$ cat config.mk
export PLATFORM = sky130hd
export DESIGN_NAME = resv_tracker
export DESIGN_NICKNAME = d
export VERILOG_FILES = /design/src/rtl/resv_pkg.sv /design/src/rtl/resv_line_match.sv /design/src/rtl/resv_hold_timer.sv /design/src/rtl/resv_tracker.sv
export SDC_FILE = /design/constraint.sdc
export NUM_CORES = 1
export LEC_CHECK = 0
export BUFFER_PORTS_ARGS = -buffer_cell sky130_fd_sc_hd__buf_2
export CORE_UTILIZATION = 43
export CTS_BUF_LIST = sky130_fd_sc_hd__clkbuf_16
export CTS_CLUSTER_SIZE = 12
export DETAILED_ROUTE_END_ITERATION = 8
export PLACE_DENSITY = 0.91
export REMOVE_ABC_BUFFERS = 1
export SYNTH_ARGS = -nofsm -noshare
export SYNTH_HDL_FRONTEND = slang
export SYNTH_SLANG_ARGS = --single-unit
$ cat constraint.sdc
create_clock -name clk -period 2.15 [get_ports clk]
set_input_delay 0.3225 -clock clk [delete_from_list [all_inputs] [get_ports clk]]
set_output_delay 0.3225 -clock clk [all_outputs]
set_load 0.02 [all_outputs]
$ cat src/rtl/resv_pkg.sv
package resv_pkg;
    typedef enum logic [1:0] {
        RS_IDLE  = 2'd0,
        RS_YOUNG = 2'd1,
        RS_OLD   = 2'd2
    } resv_state_t;

    typedef enum logic [1:0] {
        SC_OK       = 2'd0,
        SC_NO_RESV  = 2'd1,
        SC_MISMATCH = 2'd2,
        SC_LOST     = 2'd3
    } sc_code_t;
endpackage

$ cat src/rtl/resv_line_match.sv
module resv_line_match #(
    parameter int TAG_W = 26
) (
    input  logic             en,
    input  logic [TAG_W-1:0] tag_a,
    input  logic [TAG_W-1:0] tag_b,
    output logic             hit
);
    always_comb hit = en && (tag_a == tag_b);
endmodule

$ cat src/rtl/resv_hold_timer.sv
module resv_hold_timer #(
    parameter int HOLD_CYCLES = 16
) (
    input  logic clk,
    input  logic rst_n,
    input  logic restart,
    output logic expiring
);
    localparam int CW = $clog2(HOLD_CYCLES + 1);
    localparam logic [CW-1:0] LIMIT = CW'(HOLD_CYCLES);
    localparam logic [CW-1:0] LAST  = CW'(HOLD_CYCLES - 1);

    logic [CW-1:0] count_q;

    always_ff @(posedge clk) begin
        if (!rst_n)
            count_q <= LIMIT;
        else if (restart)
            count_q <= '0;
        else if (count_q < LIMIT)
            count_q <= count_q + 1'b1;
    end

    always_comb expiring = (count_q == LAST) && !restart;
endmodule

$ cat src/rtl/resv_tracker.sv
module resv_tracker #(
    parameter int ADDR_W      = 32,
    parameter int LINE_OFF_W  = 6,
    parameter int HOLD_CYCLES = 16
) (
    input  logic              clk,
    input  logic              rst_n,
    input  logic              lr_valid,
    input  logic [ADDR_W-1:0] lr_addr,
    input  logic              sc_valid,
    input  logic [ADDR_W-1:0] sc_addr,
    output logic              sc_wr_en,
    output logic [1:0]        sc_code,
    input  logic              st_valid,
    input  logic [ADDR_W-1:0] st_addr,
    input  logic              irq_taken,
    input  logic              snp_req,
    input  logic [ADDR_W-1:0] snp_addr,
    output logic              snp_ack
);
    import resv_pkg::*;

    localparam int TAG_W = ADDR_W - LINE_OFF_W;

    resv_state_t      state_q, state_d;
    logic [TAG_W-1:0] resv_tag_q;
    logic             held;
    logic             sc_hit, st_hit, snp_hit;
    logic             tmr_expiring;
    logic             stall, snp_take, kill;
    sc_code_t         code;

    always_comb held = (state_q != RS_IDLE);

    resv_line_match #(.TAG_W(TAG_W)) i_sc_match (
        .en(held), .tag_a(sc_addr[ADDR_W-1:LINE_OFF_W]), .tag_b(resv_tag_q), .hit(sc_hit));
    resv_line_match #(.TAG_W(TAG_W)) i_st_match (
        .en(held), .tag_a(st_addr[ADDR_W-1:LINE_OFF_W]), .tag_b(resv_tag_q), .hit(st_hit));
    resv_line_match #(.TAG_W(TAG_W)) i_snp_match (
        .en(held), .tag_a(snp_addr[ADDR_W-1:LINE_OFF_W]), .tag_b(resv_tag_q), .hit(snp_hit));

    resv_hold_timer #(.HOLD_CYCLES(HOLD_CYCLES)) i_timer (
        .clk(clk), .rst_n(rst_n), .restart(lr_valid), .expiring(tmr_expiring));

    // Probe handling and kill conditions
    always_comb begin
        stall    = snp_req && snp_hit && (state_q == RS_YOUNG);
        snp_take = snp_req && !stall && snp_hit;
        kill     = sc_valid || irq_taken || (st_valid && st_hit) || snp_take;
    end

    // Next-state logic
    always_comb begin
        state_d = state_q;
        unique case (state_q)
            RS_IDLE:  state_d = RS_IDLE;
            RS_YOUNG: begin
                if (kill)              state_d = RS_IDLE;   // kill
                else if (tmr_expiring) state_d = RS_OLD;    // expire
            end
            RS_OLD:   if (kill) state_d = RS_IDLE;          // kill
            default:  state_d = RS_IDLE;
        endcase
        if (lr_valid) state_d = RS_YOUNG;                   // reserve
    end

    // State register
    always_ff @(posedge clk) begin
        if (!rst_n) begin
            state_q    <= RS_IDLE;
            resv_tag_q <= '0;
        end else begin
            state_q <= state_d;
            if (lr_valid) resv_tag_q <= lr_addr[ADDR_W-1:LINE_OFF_W];
        end
    end

    // Outputs
    always_comb begin
        unique case (state_q)
            RS_IDLE: code = SC_NO_RESV;
            RS_YOUNG, RS_OLD: begin
                if (!sc_hit)                    code = SC_MISMATCH;
                else if (irq_taken || snp_take) code = SC_LOST;
                else                            code = SC_OK;
            end
            default: code = SC_NO_RESV;
        endcase
        sc_code  = code;
        sc_wr_en = sc_valid && (code == SC_OK);
        snp_ack  = snp_req && !stall;
    end
endmodule

==> summary.md <==
| Metric | Value |
|---|---|
| Switching Share | approximately 28% |
| Grt ovf | 0 |
| Initial antenna violation count | 0 |
| M1 GR Usage | 30.0% |
| Clock power frac | 37.2% |
| Fin crit period | 2.54 ns |
| Worst Path Arrival | 2.22 ns |
| DRC violations left | 0 |
| CTS root buffer | clkbuf_16 |
| Clock Skews | 0.00560 ns |
| Combinational Power Share | 25.2% |
| Synth warnings | 0 |
| Starting DRT DRC Count | 82 |
| WL/cell | 15.8 microns |
| RSZ-0062 raised after global routing | true |
| Synth Cell Area | ~0.0023 sq mm |
| Largest net degree at the start of global routing | 21 |
| Area delta synth->final | 48.1% |
| Max-slew violations | 0 |
| Failing checks | setup timing |
| Sequential Power Share | 37.6% |
| Max cap viols | 0 |
| Pleak | approximately 1.6 nW |
| Diodes inserted | 0 |
| Hold Vio Cnt, Final | 0 |
| Fin area | approximately 0.0033 sq mm |
| GRT Total Usage | a little over a quarter |
| Total CTS buffers | 5 |
| Worst slack at placement | -0.469 ns |
| Register area share after synthesis | 29.3% |
| Hpwl dp | 5.65 mm |
| First-pass GRT wire length | approximately 11 mm |
| Number of synthesized flops with an enable pin | 0 |
| Die X | 74.5 microns |
| Core Util, Final | roughly two thirds |
| Final nets | 525 |
| Via count | 2,299 |
| Clock buffer depth | 2 |
| H-tree Lvls | 2 |
| Critical Path RT | 1.83 ns |
| Worst setup margin | -0.390 ns |
| Post-synthesis register bit count | 33 |
| Dpl cell area | 0.00310 sq mm |
| Number of I/O pins | between 100 and 150 |
| Met2 Usage GRT | 51.1% |
| Peak supply drop | 415 uV |
| Status | finished, violations left |
| Antenna-violating nets left | 0 |
| Syn_area_per_cell | 9.40 sq um |
| Setup crit end kind | primary output |
| Worst skew pair latency | approximately 0.28 ns |
| Fin crit share | 118% |
| CP Class | reg2out |
| Ys async rst share | 0% |
| Worst hold path class | in2reg |
| Fmax achieved | 0.394 GHz |
| CTS tree | yes |
| Rows | 26 |
| Busiest layer in global routing | met2 |
| Share of cells above drive strength 1 | between 40% and 50% |
| Full die area | 0.00554 sq mm |
| PnR Total Power | 0.00181 W |
| Final WL | 7.18 mm |
| Final Wtd Congestion | 0.866 |
| Cells after Synth | 240 |
| Post-synth cell types | 32 |
| Avg Vias per Cell | 5.04 |
| Synth Flop Type | dfxtp_1 |
| Worst-path clk slew | 0.05 ns |
| Vias in the first global route | 2,344 |
| Crit-path max FO | 3 |
| DIE HEIGHT | 74.5 microns |
| Final setup vio count | 4 |
| Core Footprint | between 0.005 and 0.006 sq mm |
| Sw Pwr | ~0.0005 W |
| Drt first pass iters | 4 |
| Internal power | between 0.001 and 0.0015 W |
| Initial Util | between 40 and 50% |
| Worst Setup Start Kind | flop |
| Power per cell area | approximately 540 mW/mm^2 |
| Slew Limit Headroom | 61.8% |
| GR Util met3 | under 10% |
| Slew of the pin with the lowest slew margin | 0.573 ns |
| Buffers added on ports | 114 |
| # clock sinks | 33 |
routing by layer:
metal	vias to the layer above	part of all wire (%)
met5	-	0
met4	0	2.3
met3	18	5.8
met2	95	52
met1	1073	40
li1	1113	-
logic make-up after synthesis:
family	synth area share, %
muxes	12.0
AOI/OAI and AO/OA	4.88
and+or+nand+nor	18.7
xor gates and xnor gates	31.0
adders and majority gates	2.22
DFF	29.3
buffers and inverters	1.94
power groups by stage:
| stage | sequential, W | combinational, W | clock [W] |
|---|---|---|---|
| after floorplan | 0.000696 | 0.000193 | 0 |
| after global placement | 0.000688 | 0.000417 | 0 |
| after detailed placement | 0.000690 | 0.000431 | 0 |
| after CTS | 0.000678 | 0.000448 | 0.000673 |
| after global routing | 0.000683 | 0.000495 | 0.000703 |
| final | 0.000679 | 0.000456 | 0.000672 |
area by class of cell:
type,instances,area [sq um]
Tap cell,70,87.6
Clock inverter,2,7.51
Inverter,4,15.0
Multi-Input combinational cell,196,1620
Clock buffer,5,125
Timing Repair Buffer,146,825
Fill cell,413,1730
Sequential cell,33,666
final timing paths:
path	startpoint	slack [ns]	to	cells after the start
setup / recovery	resv_tag_q[21]	-0.39	sc_code[1]	7
hold / removal	sc_valid	0.25	state_q[1]	2
setup reg to reg	resv_tag_q[21]	0.06	state_q[0]	8
hold reg to reg	i_timer.count_q[3]	0.52	i_timer.count_q[3]	2
flip-flops by register name (all words and copies together) (netlist names):
| signal | cells |
|---|---|
| state_q | 2 |
| resv_tag_q | 26 |
| i_timer.count_q | 5 |
worst max-delay path, stage by stage (launching register included):
cell	delay [ns]
dfxtp_2	0.33
xor2_2	0.18
nor4_4	0.31
buf_4	0.17
nand4_1	0.19
o41ai_4	0.43
o21a_1	0.21
buf_6	0.12
cells in the final DEF, fill, tap and decap left out, types with 2 or more instances in the layout:
master and n:
nor4_1 11, clkbuf_16 5, dfxtp_1 29, mux2i_1 27, o21ai_0 3, nand3_1 2
buf_2 110, dfxtp_2 4, xor2_1 52, buf_4 35, nor2_1 5, nor3_1 2
xor2_2 2, ha_1 3, nand4_1 8, nand2_1 5, nor4_2 3, nor2b_1 27
nor3_2 2, inv_1 5, nand2b_1 2, xnor2_1 26
through the flow:
stage	setup TNS [ns]	hold slack, ns	instances
after global routing	-1.56	0.252	456
after CTS	-1.25	0.242	455
after global placement	-1.26	0.487	446
after floorplan	-0.121	0.399	233
after detailed placement	-1.91	0.505	446
final	-1.27	0.246	456
cells in the mapped netlist, types with 2 or more instances:
cell type	number	area share [%]
buf_2	2	0.44
clkbuf_1	4	0.66
dfxtp_1	33	29
ha_1	4	2.2
inv_1	4	0.66
mux2i_1	27	12
nand2_1	5	0.83
nand2b_1	2	0.55
nand3_1	2	0.44
nand4_1	8	2.2
nor2_1	5	0.83
nor2b_1	27	7.5
nor3_1	4	0.89
nor4_1	15	4.2
o21ai_0	3	0.66
xnor2_1	26	10
xor2_1	54	21
timing repair:
item                                    in CTS  in global routing
gates resized for setup                     16                  5
endpoints found under the setup margin       6                  6
cloned                                       0                  0
buffers inserted                             2                  1
hold buffers                                 0                  0
pin swaps                                   13                  2
No activity file was read; power rests on OpenSTA's default activity.
